--- config.mk ---
export PLATFORM = sky130hd
export DESIGN_NAME = pt_walker
export DESIGN_NICKNAME = d
export VERILOG_FILES = /design/src/rtl/ptw_pkg.sv /design/src/rtl/ptw_req_hold.sv /design/src/rtl/ptw_pte_eval.sv /design/src/rtl/pt_walker.sv
export SDC_FILE = /design/constraint.sdc
export NUM_CORES = 1
export LEC_CHECK = 0
export ABC_AREA = 1
export BUFFER_PORTS_ARGS = -buffer_cell sky130_fd_sc_hd__buf_2
export CAP_MARGIN = 20
export CORE_MARGIN = 2
export CORE_UTILIZATION = 52
export DETAILED_ROUTE_END_ITERATION = 7
export PLACE_DENSITY = 0.81
export SLEW_MARGIN = 20
export SYNTH_ARGS = -nofsm -noshare
export SYNTH_HDL_FRONTEND = slang
export SYNTH_SLANG_ARGS = --single-unit
--- constraint.sdc ---
create_clock -name clk -period 2.2 [get_ports clk]
set_clock_uncertainty 0.1 [all_clocks]
set_input_delay 0.22 -clock clk [delete_from_list [all_inputs] [get_ports clk]]
set_output_delay 0.22 -clock clk [all_outputs]
set_load 0.02 [all_outputs]
--- src/rtl/ptw_pkg.sv ---
package ptw_pkg;
  localparam int VA_W   = 32;
  localparam int OFF_W  = 12;
  localparam int IDX_W  = 10;
  localparam int PFN_W  = 20;
  localparam int PTE_W  = 32;
  localparam int ENT_SH = 2;   // entries are 4 bytes
  localparam int B_VLD  = 24;
  localparam int B_REF  = 23;
  localparam int B_DRT  = 22;
  localparam int B_RGT  = 20;  // rights field low bit

  typedef enum logic [1:0] {FLT_NONE = 2'b00, FLT_PAGE = 2'b01, FLT_PROT = 2'b10} fault_e;
  typedef enum logic [2:0] {S_IDLE, S_TOP, S_LEAF, S_WB, S_RESP} walk_st_e;

  function automatic logic [VA_W-1:0] top_entry_addr(input logic [VA_W-1:0] root,
                                                     input logic [VA_W-1:0] va);
    logic [VA_W-1:0] idx;
    idx = VA_W'(va[VA_W-1 -: IDX_W]);
    return root + (idx << ENT_SH);
  endfunction

  function automatic logic [VA_W-1:0] leaf_entry_addr(input logic [VA_W-1:0] tbl,
                                                      input logic [VA_W-1:0] va);
    logic [VA_W-1:0] idx;
    idx = VA_W'(va[OFF_W +: IDX_W]);
    return tbl + (idx << ENT_SH);
  endfunction

  function automatic logic [VA_W-1:0] frame_base(input logic [PTE_W-1:0] ent);
    return {ent[PFN_W-1:0], {OFF_W{1'b0}}};
  endfunction

  function automatic logic [VA_W-1:0] join_phys(input logic [PTE_W-1:0] ent,
                                                input logic [VA_W-1:0] va);
    return {ent[PFN_W-1:0], va[OFF_W-1:0]};
  endfunction

  function automatic logic rights_permit(input logic [1:0] rgt, input logic wr);
    return wr ? (rgt == 2'b10) : (rgt != 2'b00);
  endfunction
endpackage

--- src/rtl/ptw_req_hold.sv ---
module ptw_req_hold
  import ptw_pkg::*;
(
  input  logic            clk,
  input  logic            rst_n,
  input  logic            capture,
  input  logic [VA_W-1:0] vaddr_in,
  input  logic            wr_in,
  output logic [VA_W-1:0] vaddr_q,
  output logic            wr_q
);
  always_ff @(posedge clk) begin
    if (!rst_n) begin
      vaddr_q <= '0;
      wr_q    <= 1'b0;
    end else if (capture) begin
      vaddr_q <= vaddr_in;
      wr_q    <= wr_in;
    end
  end
endmodule

--- src/rtl/ptw_pte_eval.sv ---
module ptw_pte_eval
  import ptw_pkg::*;
(
  input  logic [PTE_W-1:0] pte,
  input  logic             is_write,
  output fault_e           fault,
  output logic [PTE_W-1:0] pte_new,
  output logic             need_wb
);
  logic [PTE_W-1:0] set_mask;

  always_comb begin
    set_mask = PTE_W'(1) << B_REF;
    if (is_write) set_mask = set_mask | (PTE_W'(1) << B_DRT);
    pte_new = pte | set_mask;
    if (!pte[B_VLD])                                fault = FLT_PAGE;
    else if (!rights_permit(pte[B_RGT +: 2], is_write)) fault = FLT_PROT;
    else                                            fault = FLT_NONE;
    need_wb = (fault == FLT_NONE) && (pte_new != pte);
  end
endmodule

--- src/rtl/pt_walker.sv ---
module pt_walker
  import ptw_pkg::*;
(
  input  logic             clk,
  input  logic             rst_n,
  input  logic             root_we,
  input  logic [VA_W-1:0]  root_wdata,
  input  logic             req_valid,
  output logic             req_ready,
  input  logic [VA_W-1:0]  req_vaddr,
  input  logic             req_write,
  output logic             resp_valid,
  output logic [1:0]       resp_fault,
  output logic [VA_W-1:0]  resp_paddr,
  output logic             mem_req,
  output logic             mem_we,
  output logic [VA_W-1:0]  mem_addr,
  output logic [PTE_W-1:0] mem_wdata,
  input  logic             mem_ack,
  input  logic [PTE_W-1:0] mem_rdata
);
  walk_st_e         st;
  logic [VA_W-1:0]  root_q, tbl_q, paddr_q, vaddr_q;
  logic [PTE_W-1:0] pte_q, wb_data_q, pte_new;
  logic             wr_q, need_wb;
  fault_e           fault_q, leaf_fault;

  // named internal events
  logic walk_accept, top_done, leaf_done, wb_done, top_absent;
  assign walk_accept = (st == S_IDLE) && req_valid;
  assign top_done    = (st == S_TOP)  && mem_ack;
  assign leaf_done   = (st == S_LEAF) && mem_ack;
  assign wb_done     = (st == S_WB)   && mem_ack;
  assign top_absent  = !mem_rdata[B_VLD];

  ptw_req_hold u_hold (
    .clk(clk), .rst_n(rst_n), .capture(walk_accept),
    .vaddr_in(req_vaddr), .wr_in(req_write),
    .vaddr_q(vaddr_q), .wr_q(wr_q)
  );

  ptw_pte_eval u_eval (
    .pte(mem_rdata), .is_write(wr_q),
    .fault(leaf_fault), .pte_new(pte_new), .need_wb(need_wb)
  );

  always_ff @(posedge clk) begin
    if (!rst_n) root_q <= '0;
    else if (root_we) root_q <= root_wdata;
  end

  always_ff @(posedge clk) begin
    if (!rst_n) begin
      st        <= S_IDLE;
      tbl_q     <= '0;
      paddr_q   <= '0;
      pte_q     <= '0;
      wb_data_q <= '0;
      fault_q   <= FLT_NONE;
    end else begin
      unique case (st)
        S_IDLE: if (walk_accept) st <= S_TOP;
        S_TOP: if (top_done) begin
          if (top_absent) begin
            fault_q <= FLT_PAGE;
            st      <= S_RESP;
          end else begin
            tbl_q <= frame_base(mem_rdata);
            st    <= S_LEAF;
          end
        end
        S_LEAF: if (leaf_done) begin
          pte_q     <= mem_rdata;
          wb_data_q <= pte_new;
          fault_q   <= leaf_fault;
          paddr_q   <= join_phys(mem_rdata, vaddr_q);
          st        <= need_wb ? S_WB : S_RESP;
        end
        S_WB:   if (wb_done) st <= S_RESP;
        S_RESP: st <= S_IDLE;
        default: st <= S_IDLE;
      endcase
    end
  end

  always_comb begin
    mem_addr = '0;
    if (st == S_TOP) mem_addr = top_entry_addr(root_q, vaddr_q);
    else if (st == S_LEAF || st == S_WB) mem_addr = leaf_entry_addr(tbl_q, vaddr_q);
  end

  assign mem_req    = (st == S_TOP) || (st == S_LEAF) || (st == S_WB);
  assign mem_we     = (st == S_WB);
  assign mem_wdata  = wb_data_q;
  assign req_ready  = (st == S_IDLE);
  assign resp_valid = (st == S_RESP);
  assign resp_fault = fault_q;
  assign resp_paddr = (fault_q == FLT_NONE) ? paddr_q : '0;

  AST_ONE_WALK: assert property (@(posedge clk) disable iff (!rst_n)
    resp_valid |-> !req_ready);
  AST_RESP_PULSE: assert property (@(posedge clk) disable iff (!rst_n)
    resp_valid |=> !resp_valid);
  AST_MEM_HOLD: assert property (@(posedge clk) disable iff (!rst_n)
    (mem_req && !mem_ack) |=> (mem_req && $stable(mem_addr)));
  AST_WB_CHANGES: assert property (@(posedge clk) disable iff (!rst_n)
    mem_we |-> (mem_wdata != pte_q));
  AST_FAULT_NO_WB: assert property (@(posedge clk) disable iff (!rst_n)
    (resp_valid && resp_fault != 2'b00) |-> !$past(mem_we));
  AST_OFFSET_KEPT: assert property (@(posedge clk) disable iff (!rst_n)
    (resp_valid && resp_fault == 2'b00) |-> (resp_paddr[OFF_W-1:0] == vaddr_q[OFF_W-1:0]));
endmodule

Word level (Yosys, flattened, before mapping)
Index checks and enable logic that the tools add are counted.
{"block": "word_totals", "mem_bits_rw": 0, "mem_count": 0, "latch_bits": 0, "reg_bits": 154, "out_inout_bits": 102, "mem_bits_ro": 0}
{"block": "op_classes", "magnitude_cmp": 0, "n_shift": 0, "bitwise_logic": 1, "div_mod_pow": 0, "reduce_logical": 17, "eq_ne": 11, "n_mux": 18, "mul": 0, "n_addsub": 2}
{"cell": "2-to-1 mux 32 bit", "count": 3}
{"cell": "adder 32 x 12 -> 32 bit", "count": 2}
{"cell": "inequality test 32 bit", "count": 1}
{"cell": "bitwise OR 32 x 24 -> 32 bit", "count": 1}
{"cell": "2-to-1 mux 23 bit", "count": 1}
{"cell": "2-to-1 mux 3 bit", "count": 6}
{"cell": "one-hot mux 3 bit (4 select lines)", "count": 1}
{"cell": "2-to-1 mux 2 bit", "count": 5}
{"cell": "AND reduction 4 bit", "count": 2}
{"cell": "== test 3 x 2 -> 1 bit (second input constant)", "count": 2}
{"cell": "inequality test 2 bit (second input constant)", "count": 3}
{"cell": "logical AND 1 bit", "count": 5}
{"cell": "zero test 2 bit", "count": 2}
{"cell": "inequality test 2 x 1 -> 1 bit (second input constant)", "count": 2}
{"cell": "one-hot mux 2 bit (2 select lines)", "count": 1}
{"cell": "nonzero test 2 bit", "count": 2}
{"cell": "== test 3 x 1 -> 1 bit (second input constant)", "count": 1}
{"cell": "== test 3 bit (second input constant)", "count": 1}
{"cell": "zero test 3 bit", "count": 1}
{"cell": "logical OR 1 bit", "count": 3}
{"cell": "AND reduction 3 bit", "count": 1}
{"cell": "== test 2 bit (second input constant)", "count": 1}
{"cell": "AND reduction 2 bit", "count": 1}
{"cell": "2-to-1 mux 1 bit", "count": 1}

Longest topological paths before layout
Gate-level depths: netlist of the first run.
{"block": "depth", "ltp_word": 9, "depth_mapped": 13, "depth_no_buf": 13}

Hierarchy
A second synthesis of the first run with hierarchy kept.
{"block": "hier_totals", "cells_unflattened": 1173, "area_unflattened_um2": 7783.7}
{"module": "pt_walker", "cells_per_inst": 921, "instances": 1, "seq_area_each_um2": 2422.3, "area_per_inst_um2": 6142.1}
{"module": "ptw_req_hold", "cells_per_inst": 209, "instances": 1, "seq_area_each_um2": 660.6, "area_per_inst_um2": 1347.5}
{"module": "ptw_pte_eval", "cells_per_inst": 43, "instances": 1, "seq_area_each_um2": 0.0, "area_per_inst_um2": 294.0}

Least setup slack after synthesis of the first run
No wires, ideal clock.
{"block": "synth_path", "path_kind": "flip-flop to output port", "from": "register root_q[2]", "to": "output port mem_addr[14]", "path_slack_ps": 11, "path_stages_with_launch": 10, "t_arrival_ps": 1869, "required_time_ps": 1880, "path_buffers": 0, "cell_sequence": "dfxtp_1 -> ha_1 -> fa_1 -> nand3_1 -> nand3_1 -> nand3_1 -> nand3b_2 -> nand2_1 -> nand2_1 -> o22ai_1"}
{"block": "synth_between", "elab_chain_cells": 2}
{"item": "start, declared", "line_no": "pt_walker.sv:23", "rtl": "logic [VA_W-1:0] root_q, tbl_q, paddr_q, vaddr_q;"}
{"item": "start signal, assigned", "line_no": "pt_walker.sv:49", "rtl": "else if (root_we) root_q <= root_wdata;"}
{"item": "adder 32 x 12 -> 32 bit", "line_no": "ptw_pkg.sv:20", "rtl": "return root + (idx << ENT_SH);"}
{"item": "2-to-1 mux 32 bit", "line_no": "pt_walker.sv:88", "rtl": "if (st == S_TOP) mem_addr = top_entry_addr(root_q, vaddr_q);"}
{"item": "end, declared", "line_no": "pt_walker.sv:17", "rtl": "output logic [VA_W-1:0] mem_addr,"}
Every way passes these cells.

Worst setup path in the final report of the first run
{"block": "layout_path", "from": "register root_q[2]", "to": "output port mem_addr[12]"}
The elaborated chain is that of the path after synthesis.

==> summary.md, run 1 <==
| Metric | Value |
|---|---|
| Outcome | complete, but fails checks |
| Failing checks | negative setup slack |
| Longest Clk Path Bufs | 2 |
| Drt first-iter violations | 646 |
| Worst skew pair latency | 420 ps |
| Commonest cells after routing, fill and taps aside | buf_2 (175), nand2_1 (147), a21oi_1 (116) |
| Synth top area share | 39.7% |
| R2R Setup Slk | 340 ps |
| I/O pins | 204 |
| PD cells | 768 nW/um^2 |
| Commonest non-fill, non-tap cell in the layout | buf_2 |
| Min-Delay Endpoint | paddr_q[21] |
| Min Tclk post-route | 2600 ps |
| Core area | 12700 sq um |
| Hold Crit Start | mem_rdata[9] |
| Hold Path Stages | 3 |
| Antenna cell count | 0 |
| Rows | 41 |
| DRC | 0 |
| Crit start category | flip-flop |
| Worst reg2reg path depth | 7 |
| Setup TNS | -7160 ps |
| I/O Buffers | 203 |
| Most used flip-flop cell after synthesis | dfxtp_1 |
| Die area | 13900 sq um |
| Vias in the first global route | 7697 |
| Delay-heaviest family, CP | adder cells |
| Reg area | 2710 sq um |
| Antenna violation net count after detailed routing | 0 |
| Worst hold slack | 2.94 ps |
| Post-synthesis sequential area ratio | 39.7% |
| CTS tree | done |
| Die Span X | 118 microns |
| Area occupied by multi-input gates | 3740 sq um |
| Vias per inst | 5.53 |
| Gp weighted congestion | 0.972 |
| Post-detail-place hpwl | 13.8 mm |
| Fillers | 870 |
| Max_cap viols | 0 |
| Worst Setup End Kind | output port |
| Grt total ovfl | 0 |
| R2r endpoint | tbl_q[27] |
| Static Leak | 4.53 nW |
| Die span in y | 118 microns |
| Worst Hold Class | input port to flip-flop |
| CP max stage cell | fa_2 |
| First drt pass iteration count | 6 |
| Asr flop ratio synth | 0% |
| Final setup margin | -404 ps |
| Worst slack, placed | -60.5 ps |
| Largest net degree at the start of global routing | 78 |
| Initial core utilization | 53.3% |
| Distinct cells, synth | 36 |
| GRT Resource Usage Total | 33.5% |
| Worst EP arrival | 2280 ps |
| Synth Instances | 1000 |
| Tcrit/Tclk final | 118% |
| Max incr delay on CP | 390 ps |
| Post-synth EDFFs | 0 |
| CTS Buf Count | 17 |
| Net Count, Synth | 1113 |
| Wire per inst | 17.0 microns |
| Flops & latches, synth | 134 |
| Crit path buf inv count | 3 |
| First-pass GRT wire length | 37.8 mm |
| Average cell area after synthesis | 6.75 sq um |
| Via count | 8002 |
| Critical-path cell list | ha_4 > fa_2 > buf_4 > nand3_2 > nand3_4 > buf_4 > nand2_1 > nand2_1 > o22ai_2 > buf_6 |
| VDD IR max | 583 uV |
| Setup violators final | 27 |
| Synth area leader | dfxtp_1 |
| Worst slew pin tran | 649 ps |
| Final slew viol count | 0 |
| Synth Warn # | 0 |
| Synth Cell Area | 6750 sq um |
| Clock-pin transition on the worst setup and hold timing paths | 60 ps |
| Total length of routed wires | 24.5 mm |
| Worst reg2reg startpoint | st[2] |
| Root buffer cell | clkbuf_16 |
| RSZ-0062 raised after global routing | true |
| Synth area leaders | dfxtp_1 (40%), nand2_1 (10%), a21oi_1 (9.0%) |
| Setup Crit Path Kind | flip-flop to output port |
| Antenna violations before repair | 0 |
| Final nets | 1374 |
| Max FO, Critical Path | 7 |
| Required time worst endpoint | 1880 ps |
| Area growth syn-to-layout | 47.8% |
| Share of layout cells above drive strength 1 | 32.7% |
| Worst slew margin | 56.7% |
| Clk sink count | 134 |
| Max Freq | 0.384 GHz |
| H-tree depth | 4 |
| Final-report hold violation count | 0 |
## registers in the layout, summed over array words and instances (netlist names)
name,count
mem_wdata,13
paddr_q,31
resp_fault,2
root_q,32
st,3
tbl_q,20
u_hold.vaddr_q,32
u_hold.wr_q,1
## per-stage QoR
step | utilization [%] | power [mW] | area, sq um | cells
after global placement | 61.2 | 4.16 | 7750 | 1323
after floorplan | - | 3.74 | 6750 | 1000
after CTS | 77.1 | 7.48 | 9770 | 1441
after detailed placement | 61.2 | 4.17 | 7750 | 1323
final | 78.8 | 7.66 | 9980 | 1446
after global routing | 78.8 | 7.94 | 9980 | 1446
## synth_stat cells (3+ instances only)
master and instances:
clkbuf_1 29, ha_1 10, nand3_2 4, nand2_2 8
inv_1 119, and2_1 3, buf_4 21, nor2_1 114
dfxtp_1 134, inv_2 7, nand3b_1 4, a21oi_1 121
o22ai_1 6, nor3_1 6, o21ai_0 61, o21ai_1 57
nand3_1 72, nand2_1 180, buf_6 4, nand4_1 4
buf_2 16
## per-layer routing
metal / wire length, microns / vias to the layer above / track usage [%] / share of wire [%]
met1: 9390 / 3675 / 38.1 / 38
li1: - / 3741 / - / -
met3: 1800 / 114 / 7.99 / 7.3
met2: 12100 / 472 / 58.8 / 49
met5: 0 / - / 0 / 0
met4: 1210 / 0 / 16.3 / 4.9
## cell families (layout without fill, tap and decap cells)
kind of cell | after synthesis | after routing | share of synthesized area [%]
buf+inv | 198 | 472 | 12.9
xor+xnor | 1 | 1 | 0.130
flops | 134 | 134 | 39.7
fa+ha+maj | 11 | 11 | 2.15
simple gates | 405 | 405 | 26.2
compound gates | 251 | 251 | 18.9
## tightest hold or removal path: cells and delay by family
| family | cells | cell delay (ps) |
|---|---|---|
| buf+inv | 1 | 100 |
| compound gates | 2 | 180 |
## final cells by class
type / instances / share of cell area [%]
clock buffer: 22 / 4.85
clock inverter: 10 / 1.42
inverter: 126 / 4.79
multi-input combinational: 668 / 37.5
sequential: 134 / 27.2
tap: 172 / 2.16
timing repair buffer: 314 / 22.2
## power breakdown
part | total (mW) | switching [mW] | internal, mW
clock | 3.03 | 1.12 | 1.91
sequential | 2.79 | 0.154 | 2.63
combinational | 1.85 | 1.13 | 0.715
total | 7.66 | 2.41 | 5.26
## what timing repair did
item | CTS | global route
hold buffers | 79 | 0
buffers inserted | 7 | 5
setup endpoints to repair | 29 | 30
pin swaps | 22 | 15
hold endpoints to repair | 84 | 0
gates resized for setup | 156 | 53
gates cloned | 0 | 0
## worst max path at each step
stage,startpoint,to,cells past startpoint
finish,root_q[2],mem_addr[12],10
global route,u_hold.vaddr_q[22],mem_addr[24],13
CTS,root_q[2],mem_addr[30],12
detailed placement,root_q[2],mem_addr[14],10
global placement,root_q[2],mem_addr[14],10
floorplan,root_q[2],mem_addr[14],9
No activity file was read; power rests on OpenSTA's default activity.
==> run 2, diff against run 1 <==
--- a/config.mk
+++ b/config.mk
@@ -7,11 +7,11 @@
 export LEC_CHECK = 0
 export ABC_AREA = 1
 export BUFFER_PORTS_ARGS = -buffer_cell sky130_fd_sc_hd__buf_2
-export CAP_MARGIN = 20
 export CORE_MARGIN = 2
 export CORE_UTILIZATION = 52
 export DETAILED_ROUTE_END_ITERATION = 7
 export PLACE_DENSITY = 0.81
+export SETUP_SLACK_MARGIN = 0.1
 export SLEW_MARGIN = 20
 export SYNTH_ARGS = -nofsm -noshare
 export SYNTH_HDL_FRONTEND = slang
==> run 2 against run 1 <==
  * Die area is the same
  * Largest cell class unchanged
  * Register-to-register slack gained 100 ps
  * The flow still finishes with violations (negative setup slack)
  * Non-clock buffer count is 1 lower
  * Critical path type unchanged
  * Routed wire length is 2.2% lower
  * First-iteration DRC count increased by 17%
  * Clock power fell by 2%
==> summary.md, run 2 (synthesis gave the netlist of run 1 again) <==
| Metric | Value |
|---|---|
| Die Span X | 118 microns (unchanged) |
| Longest Clk Path Bufs | 2 (unchanged) |
| Post-route design area | 9960 sq um (was 9980 sq um) |
| Grt total ovfl | 0 (unchanged) |
| Commonest cells after routing, fill and taps aside | buf_2 (174), nand2_1 (146), a21oi_1 (116) (was buf_2 (175), nand2_1 (147), a21oi_1 (116)) |
| Clock-pin transition on the worst setup and hold timing paths | 50 ps (was 60 ps) |
| CTS tree | done (unchanged) |
| M3 GR Usage | 6.93% (was 7.99%) |
| Gp weighted congestion | 0.997 (was 0.972) |
| Final nets | 1373 (was 1374) |
| Post-detail-place hpwl | 14.0 mm (was 13.8 mm) |
| Max Freq | 0.391 GHz (was 0.384 GHz) |
| Final setup margin | -356 ps (was -404 ps) |
| Vias per inst | 5.53 (about the same) |
| Worst slew pin tran | 707 ps (was 649 ps) |
| GR Layer Usage met1 | 36.9% (was 38.1%) |
| Outcome | complete, but fails checks (unchanged) |
| Antenna violations before repair | 0 (unchanged) |
| Via count | 7989 (was 8002) |
| Max_cap viols | 0 (unchanged) |
| Clk sink count | 134 (unchanged) |
| Worst Setup End Kind | output port (unchanged) |
| Worst Hold Class | input port to flip-flop (unchanged) |
| Min Tclk post-route | 2560 ps (was 2600 ps) |
| Static Leak | 4.52 nW (was 4.53 nW) |
| Top Usage Layer GRT | met2 (unchanged) |
| Rows | 41 (unchanged) |
| Worst reg2reg path depth | 7 (unchanged) |
| Area growth syn-to-layout | 47.5% (was 47.8%) |
| Met2 usage | 56.2% (was 58.8%) |
| First drt pass iteration count | 6 (unchanged) |
| Hold Crit Start | mem_rdata[6] (was mem_rdata[9]) |
| VDD IR max | 608 uV (was 583 uV) |
| Largest net degree at the start of global routing | 78 (unchanged) |
| Hold Path Stages | 3 (unchanged) |
| Worst slew margin | 52.8% (was 56.7%) |
| R2R Setup Slk | 440 ps (was 340 ps) |
| Util after Layout | 78.6% (was 78.8%) |
| Total Power | 7.65 mW (was 7.66 mW) |
| Final slew viol count | 0 (unchanged) |
| Max incr delay on CP | 350 ps (was 390 ps) |
| Max FO, Critical Path | 4 (was 7) |
| PD cells | 768 nW/um^2 (about the same) |
| Worst skew pair latency | 420 ps (about the same) |
| Crit path buf inv count | 1 (was 3) |
| Wire per inst | 16.6 microns (was 17.0 microns) |
| Worst hold slack | 3.64 ps (was 2.94 ps) |
| Post-Place Cell Area | 7820 sq um (was 7750 sq um) |
| Final-report hold violation count | 0 (unchanged) |
| Setup violators final | 27 (unchanged) |
| Die span in y | 118 microns (unchanged) |
| Min-Delay Endpoint | paddr_q[18] (was paddr_q[21]) |
| Drt first-iter violations | 758 (was 646) |
| First-pass GRT wire length | 36.1 mm (was 37.8 mm) |
| Initial core utilization | 53.3% (unchanged) |
| Top flop regs | root_q x32, u_hold.vaddr_q x32, paddr_q x31 (unchanged) |
| CTS Buf Count | 17 (unchanged) |
| Die area | 13900 sq um (unchanged) |
| DRC | 0 (unchanged) |
| Failing checks | negative setup slack (unchanged) |
| Root buffer cell | clkbuf_16 (unchanged) |
| H-tree depth | 4 (unchanged) |
| Crit start category | flip-flop (unchanged) |
| I/O pins | 204 (unchanged) |
| Most frequent CP cell | nand2_1 |
| GRT Resource Usage Total | 31.9% (was 33.5%) |
| Worst reg2reg startpoint | st[1] (was st[2]) |
| Commonest non-fill, non-tap cell in the layout | buf_2 (unchanged) |
| Setup Crit Path Kind | flip-flop to output port (unchanged) |
| Antenna cell count | 0 (unchanged) |
| Delay-heaviest family, CP | simple AND/OR/NAND/NOR gates (was adder cells) |
| Setup TNS | -6620 ps (was -7160 ps) |
| Critical-path cell list | ha_4 > fa_2 > nand3_2 > nand3_4 > nand2_2 > nand2_4 > nand3_2 > nand2_1 > nand2_1 > nand2_1 > nand2_1 > nand2_1 > buf_6 (was ha_4 > fa_2 > buf_4 > nand3_2 > nand3_4 > buf_4 > nand2_1 > nand2_1 > o22ai_2 > buf_6) |
| R2r endpoint | u_hold.vaddr_q[26] (was tbl_q[27]) |
| Total length of routed wires | 24.0 mm (was 24.5 mm) |
| Share of layout cells above drive strength 1 | 32.6% (was 32.7%) |
| Worst EP arrival | 2240 ps (was 2280 ps) |
| Antenna violation net count after detailed routing | 0 (unchanged) |
| Vias in the first global route | 7598 (was 7697) |
| CP max stage cell | fa_2 (unchanged) |
| Required time worst endpoint | 1880 ps (about the same) |
| Tcrit/Tclk final | 116% (was 118%) |
| RSZ-0062 raised after global routing | true (unchanged) |
| Core area | 12700 sq um (unchanged) |
| I/O Buffers | 203 (unchanged) |
## run 2: per-layer routing
metal | part of all wire [%] | wire, microns | vias up
met5 | 0 | 0 | -
met4 | 4.4 | 1040 | 0
met3 | 7.6 | 1820 | 95
met2 | 50 | 11900 | 474
met1 | 38 | 9190 | 3677
li1 | - | - | 3743
## run 2: worst reg2reg max path: cells and delay by family, from the launching register on
| family | cells | cell delay (ps) |
|---|---|---|
| flip-flops | 1 | 440 |
| AO/OA/AOI/OAI | 1 | 130 |
| AND/OR/NAND/NOR | 3 | 610 |
| buffers and inverters | 3 | 430 |
## run 2: cell type report
| class | count | area, sq um |
|---|---|---|
| Multi-Input combinational cell | 668 | 3740 |
| Sequential cell | 134 | 2710 |
| Fill cell | 828 | 2710 |
| Timing Repair Buffer | 313 | 2210 |
| Inverter | 126 | 475 |
| Clock buffer | 18 | 429 |
| Tap cell | 172 | 215 |
| Clock inverter | 13 | 180 |
## run 2: worst max path at each step
stage	startpoint	endpoint	slack, ps	cells after the start
global route	root_q[5]	mem_addr[20]	-410	12
CTS	u_hold.vaddr_q[22]	mem_addr[24]	-270	13
global placement	root_q[2]	mem_addr[18]	10	10
floorplan	root_q[2]	mem_addr[18]	100	9
finish	root_q[2]	mem_addr[24]	-360	13
detailed placement	root_q[2]	mem_addr[10]	-50	10
## run 2: timing repair
action | 4_1_cts | 5_1_grt
pin swaps | 21 | 20
setup endpoints to repair | 29 | 30
hold buffers | 77 | 0
gates cloned | 0 | 0
endpoints found under the hold margin | 83 | 0
setup buffers | 4 | 5
gates resized for setup | 139 | 59
## run 2: through the flow
step / instances / setup slack [ps]
2_1_floorplan: 1000 / 105
3_3_place_gp: 1327 / 11.1
3_5_place_dp: 1327 / -51.5
6_report: 1444 / -356
5_1_grt: 1444 / -405
4_1_cts: 1439 / -267
## run 2: report_power, final
part	internal [mW]	total, mW	leakage (nW)	switching, mW
Sequential	2.63	2.79	1.10	0.152
Combinational	0.743	1.89	3.12	1.14
Clock	1.89	2.97	0.292	1.09
==> run 3, diff against run 2 <==
--- a/config.mk
+++ b/config.mk
@@ -8,11 +8,12 @@
 export ABC_AREA = 1
 export BUFFER_PORTS_ARGS = -buffer_cell sky130_fd_sc_hd__buf_2
 export CORE_MARGIN = 2
-export CORE_UTILIZATION = 52
+export CORE_UTILIZATION = 54
 export DETAILED_ROUTE_END_ITERATION = 7
-export PLACE_DENSITY = 0.81
+export PLACE_DENSITY = 0.92
 export SETUP_SLACK_MARGIN = 0.1
 export SLEW_MARGIN = 20
 export SYNTH_ARGS = -nofsm -noshare
 export SYNTH_HDL_FRONTEND = slang
+export SYNTH_HIERARCHICAL = 1
 export SYNTH_SLANG_ARGS = --single-unit
==> run 3 against run 2 <==
  * The flow finishes with violations (negative hold slack, negative setup slack)
  * Count of clock-buffer cells in the layout rose by 3
  * Synthesized area increased by 15%
  * Largest cell class unchanged
  * Sequential power rose by 35%
  * Critical endpoint is now mem_addr[25]
  * Core utilization fell by 1.3 points
==> summary.md, run 3 <==
| Metric | Value |
|---|---|
| Gp weighted congestion | 0.949 (was 0.997) |
| R2R Setup Slk | 290 ps (was 440 ps) |
| CP max stage cell | dfxtp_2 (was fa_2) |
| Asr flop ratio synth | 0% (unchanged) |
| Drt first-iter violations | 1200 (was 758) |
| Post-detail-place hpwl | 16.4 mm (was 14.0 mm) |
| Hold Path Stages | 3 (unchanged) |
| R2r endpoint | paddr_q[22] (was u_hold.vaddr_q[26]) |
| VDD IR max | 807 uV (was 608 uV) |
| Flops & latches, synth | 154 (was 134) |
| XOR/XNOR Fraction of Synth Area | 0.225% (was 0.130%) |
| Die span in y | 124 microns (was 118 microns) |
| Root buffer cell | clkbuf_16 (unchanged) |
| PD cells | 1020 nW/um^2 (was 768 nW/um^2) |
| Worst hold slack | -8.28 ps (was 3.64 ps) |
| Final slew viol count | 0 (unchanged) |
| Max FO, Critical Path | 7 (was 4) |
| Core area | 14000 sq um (was 12700 sq um) |
| Worst Hold Class | input port to flip-flop (unchanged) |
| Commonest cells after routing, fill and taps aside | nor2_1 (233), nand2_1 (187), buf_2 (174) (was buf_2 (174), nand2_1 (146), a21oi_1 (116)) |
| Static Leak | 5.25 nW (was 4.52 nW) |
| Setup TNS | -8600 ps (was -6620 ps) |
| Worst EP arrival | 2370 ps (was 2240 ps) |
| Tcrit/Tclk final | 122% (was 116%) |
| Worst slack, placed | -68.1 ps (was -51.5 ps) |
| Fillers | 919 (was 828) |
| Share of layout cells above drive strength 1 | 29.8% (was 32.6%) |
| Failing checks | negative hold slack, negative setup slack (was negative setup slack) |
| RSZ-0062 raised after global routing | true (unchanged) |
| Worst slew margin | 58.9% (was 52.8%) |
| Grt total ovfl | 0 (unchanged) |
| Worst Setup End Kind | output port (unchanged) |
| Int Power | 6.56 mW (was 5.26 mW) |
| Synth Cell Area | 7780 sq um (was 6750 sq um) |
| Vias per inst | 5.74 (was 5.53) |
| Total length of routed wires | 29.4 mm (was 24.0 mm) |
| Synth top area share | 39.6% (was 39.7%) |
| Average cell area after synthesis | 6.64 sq um (was 6.75 sq um) |
| Most frequent cell after synthesis | nor2_1 (was nand2_1) |
| Clock-pin transition on the worst setup and hold timing paths | 60 ps (was 50 ps) |
| Outcome | complete, but fails checks (unchanged) |
| Commonest non-fill, non-tap cell in the layout | nor2_1 (was buf_2) |
| Max incr delay on CP | 450 ps (was 350 ps) |
| Sw frac | 40.4% (was 31.2%) |
| Vias in the first global route | 8860 (was 7598) |
| Rows | 43 (was 41) |
| I/O pins | 204 (unchanged) |
| Simple-gate area share of the yosys netlist | 30.6% (was 26.2%) |
| Synth area leaders | dfxtp_1 (40%), nor2_1 (12%), nand2_1 (11%) (was dfxtp_1 (40%), nand2_1 (10%), a21oi_1 (9.0%)) |
| DRC | 0 (unchanged) |
| Synth Area in Compound Gates | 13.9% (was 18.9%) |
| Crit start category | flip-flop (unchanged) |
| Antenna violations before repair | 0 (unchanged) |
| Most used flip-flop cell after synthesis | dfxtp_1 (unchanged) |
| Post-synthesis sequential area ratio | 39.6% (was 39.7%) |
| Net Count, Synth | 1286 (was 1113) |
| Worst reg2reg startpoint | st[2] (was st[1]) |
| Required time worst endpoint | 1880 ps (about the same) |
| Worst slew pin tran | 617 ps (was 707 ps) |
| Post-synth EDFFs | 0 (unchanged) |
| Most frequent CP cell | nand2_1 (unchanged) |
| First-pass GRT wire length | 42.5 mm (was 36.1 mm) |
| Net Switching | 4.45 mW (was 2.39 mW) |
| Largest family of logic cells by synthesized area | simple AND/OR/NAND/NOR gates (unchanged) |
| Min-Delay Endpoint | root_q[0] (was paddr_q[18]) |
| Max Freq | 0.371 GHz (was 0.391 GHz) |
| Multiplexer area fraction after synthesis | 0% (unchanged) |
| Post-synthesis adder-cell area fraction | 1.86% (was 2.15%) |
| Hold Crit Start | root_wdata[0] (was mem_rdata[6]) |
| I/O Buffers | 203 (unchanged) |
| Clk sink count | 154 (was 134) |
| Area growth syn-to-layout | 39.0% (was 47.5%) |
| Worst reg2reg path depth | 6 (was 7) |
| Setup Crit Path Kind | flip-flop to output port (unchanged) |
| Total Power | 11.0 mW (was 7.65 mW) |
| Final-report hold violation count | 3 (was 0) |
| Synth area leader | dfxtp_1 (unchanged) |
| Min Tclk post-route | 2690 ps (was 2560 ps) |
| Critical-path cell list | nand4_1 > nor3_1 > nand3_2 > nand2_1 > nand2_1 > nand2_1 > nand2_1 > nand2_2 > buf_6 (was ha_4 > fa_2 > nand3_2 > nand3_4 > nand2_2 > nand2_4 > nand3_2 > nand2_1 > nand2_1 > nand2_1 > nand2_1 > nand2_1 > buf_6) |
| H-tree depth | 4 (unchanged) |
| Setup violators final | 28 (was 27) |
| Final Non-Filler Cells | 1601 (was 1444) |
| Die area | 15400 sq um (was 13900 sq um) |
| First drt pass iteration count | 6 (unchanged) |
| Largest net degree at the start of global routing | 98 (was 78) |
| Longest Clk Path Bufs | 2 (unchanged) |
| GRT Resource Usage Total | 36.0% (was 31.9%) |
| CTS Buf Count | 17 (unchanged) |
| Flop pwr share | 34.1% (was 36.4%) |
| Die Span X | 124 microns (was 118 microns) |
| Final nets | 1524 (was 1373) |
| Distinct cells, synth | 43 (was 36) |
| Synth Warn # | 6 (was 0) |
| Worst skew pair latency | 440 ps (was 420 ps) |
| Via count | 9196 (was 7989) |
| Commonest cells post-synth | nor2_1 (243), nand2_1 (232), dfxtp_1 (154), inv_1 (134), o21ai_0 (114) (was nand2_1 (180), dfxtp_1 (134), a21oi_1 (121), inv_1 (119), nor2_1 (114)) |
| # placed instances | 1483 (was 1327) |
| Synth Instances | 1173 (was 1000) |
| Post-route design area | 10800 sq um (was 9960 sq um) |
| Antenna cell count | 0 (unchanged) |
| Util after Layout | 77.3% (was 78.6%) |
| Final setup margin | -492 ps (was -356 ps) |
| Initial core utilization | 55.6% (was 53.3%) |
| Combinational Power Share | 41.3% (was 24.7%) |
| CTS tree | done (unchanged) |
| Clock power frac | 24.5% (was 38.9%) |
| Wire per inst | 18.4 microns (was 16.6 microns) |
| Max_cap viols | 0 (unchanged) |
| Antenna violation net count after detailed routing | 0 (unchanged) |
| Post-Place Cell Area | 8640 sq um (was 7820 sq um) |
## run 3: cells by family (layout without fill, tap and decap cells)
family | Yosys count | count (layout)
AND/OR/NAND/NOR | 569 | 569
buffers and inverters | 227 | 475
XOR/XNOR | 2 | 2
flip-flops | 154 | 154
other | 1 | 1
adder cells (fa/ha/maj) | 11 | 11
AO/OA/AOI/OAI | 209 | 209
## run 3: per-layer routing
metal / part of all wire [%] / track usage (%) / wire length, microns
met1: 34 / 38.7 / 10100
met2: 47 / 60.3 / 13900
met3: 10 / 10.8 / 2970
met4: 8.2 / 25.8 / 2400
met5: 0 / 0 / 0
## run 3: how the worst max path moves through the flow
stage	end	start	cells past startpoint	slack, ps
CTS	mem_addr[30]	u_hold/vaddr_q[22]	12	-300
global placement	mem_addr[24]	root_q[2]	12	-10
floorplan	mem_addr[22]	root_q[2]	9	150
global route	mem_addr[26]	u_hold/vaddr_q[28]	14	-570
detailed placement	mem_addr[24]	root_q[2]	12	-70
finish	mem_addr[25]	root_q[15]	9	-490
## run 3: power by group through the flow
stage / sequential, mW / combinational, mW / clock, mW
after floorplan: 3.76 / 2.48 / 0
after global placement: 3.67 / 3.48 / 0
after detailed placement: 3.69 / 3.57 / 0
after CTS: 3.70 / 4.12 / 2.70
after global routing: 3.79 / 4.87 / 2.81
final: 3.76 / 4.55 / 2.70
## run 3: cell type report
cell class	instances	area [sq um]	share of cell area [%]
Inverter	140	536	4.95
Multi-Input combinational cell	792	4220	39.0
Sequential cell	154	3130	28.9
Clock inverter	8	75.1	0.694
Clock buffer	21	450	4.16
Timing Repair Buffer	306	2180	20.2
Tap cell	180	225	2.08
## run 3: what timing repair did
action / 4_1_cts / 5_1_grt
hold buffers: 75 / 0
hold endpoints to repair: 78 / 0
pin swaps: 30 / 29
resized for setup: 158 / 78
setup endpoints to repair: 30 / 41
setup buffers: 5 / 9
gates cloned: 0 / 0
## run 3: critical path, delay by kind of cell (launching register included)
| family | cells | cell delay (ps) |
|---|---|---|
| simple gates | 8 | 1360 |
| flops | 1 | 450 |
| buf+inv | 1 | 120 |
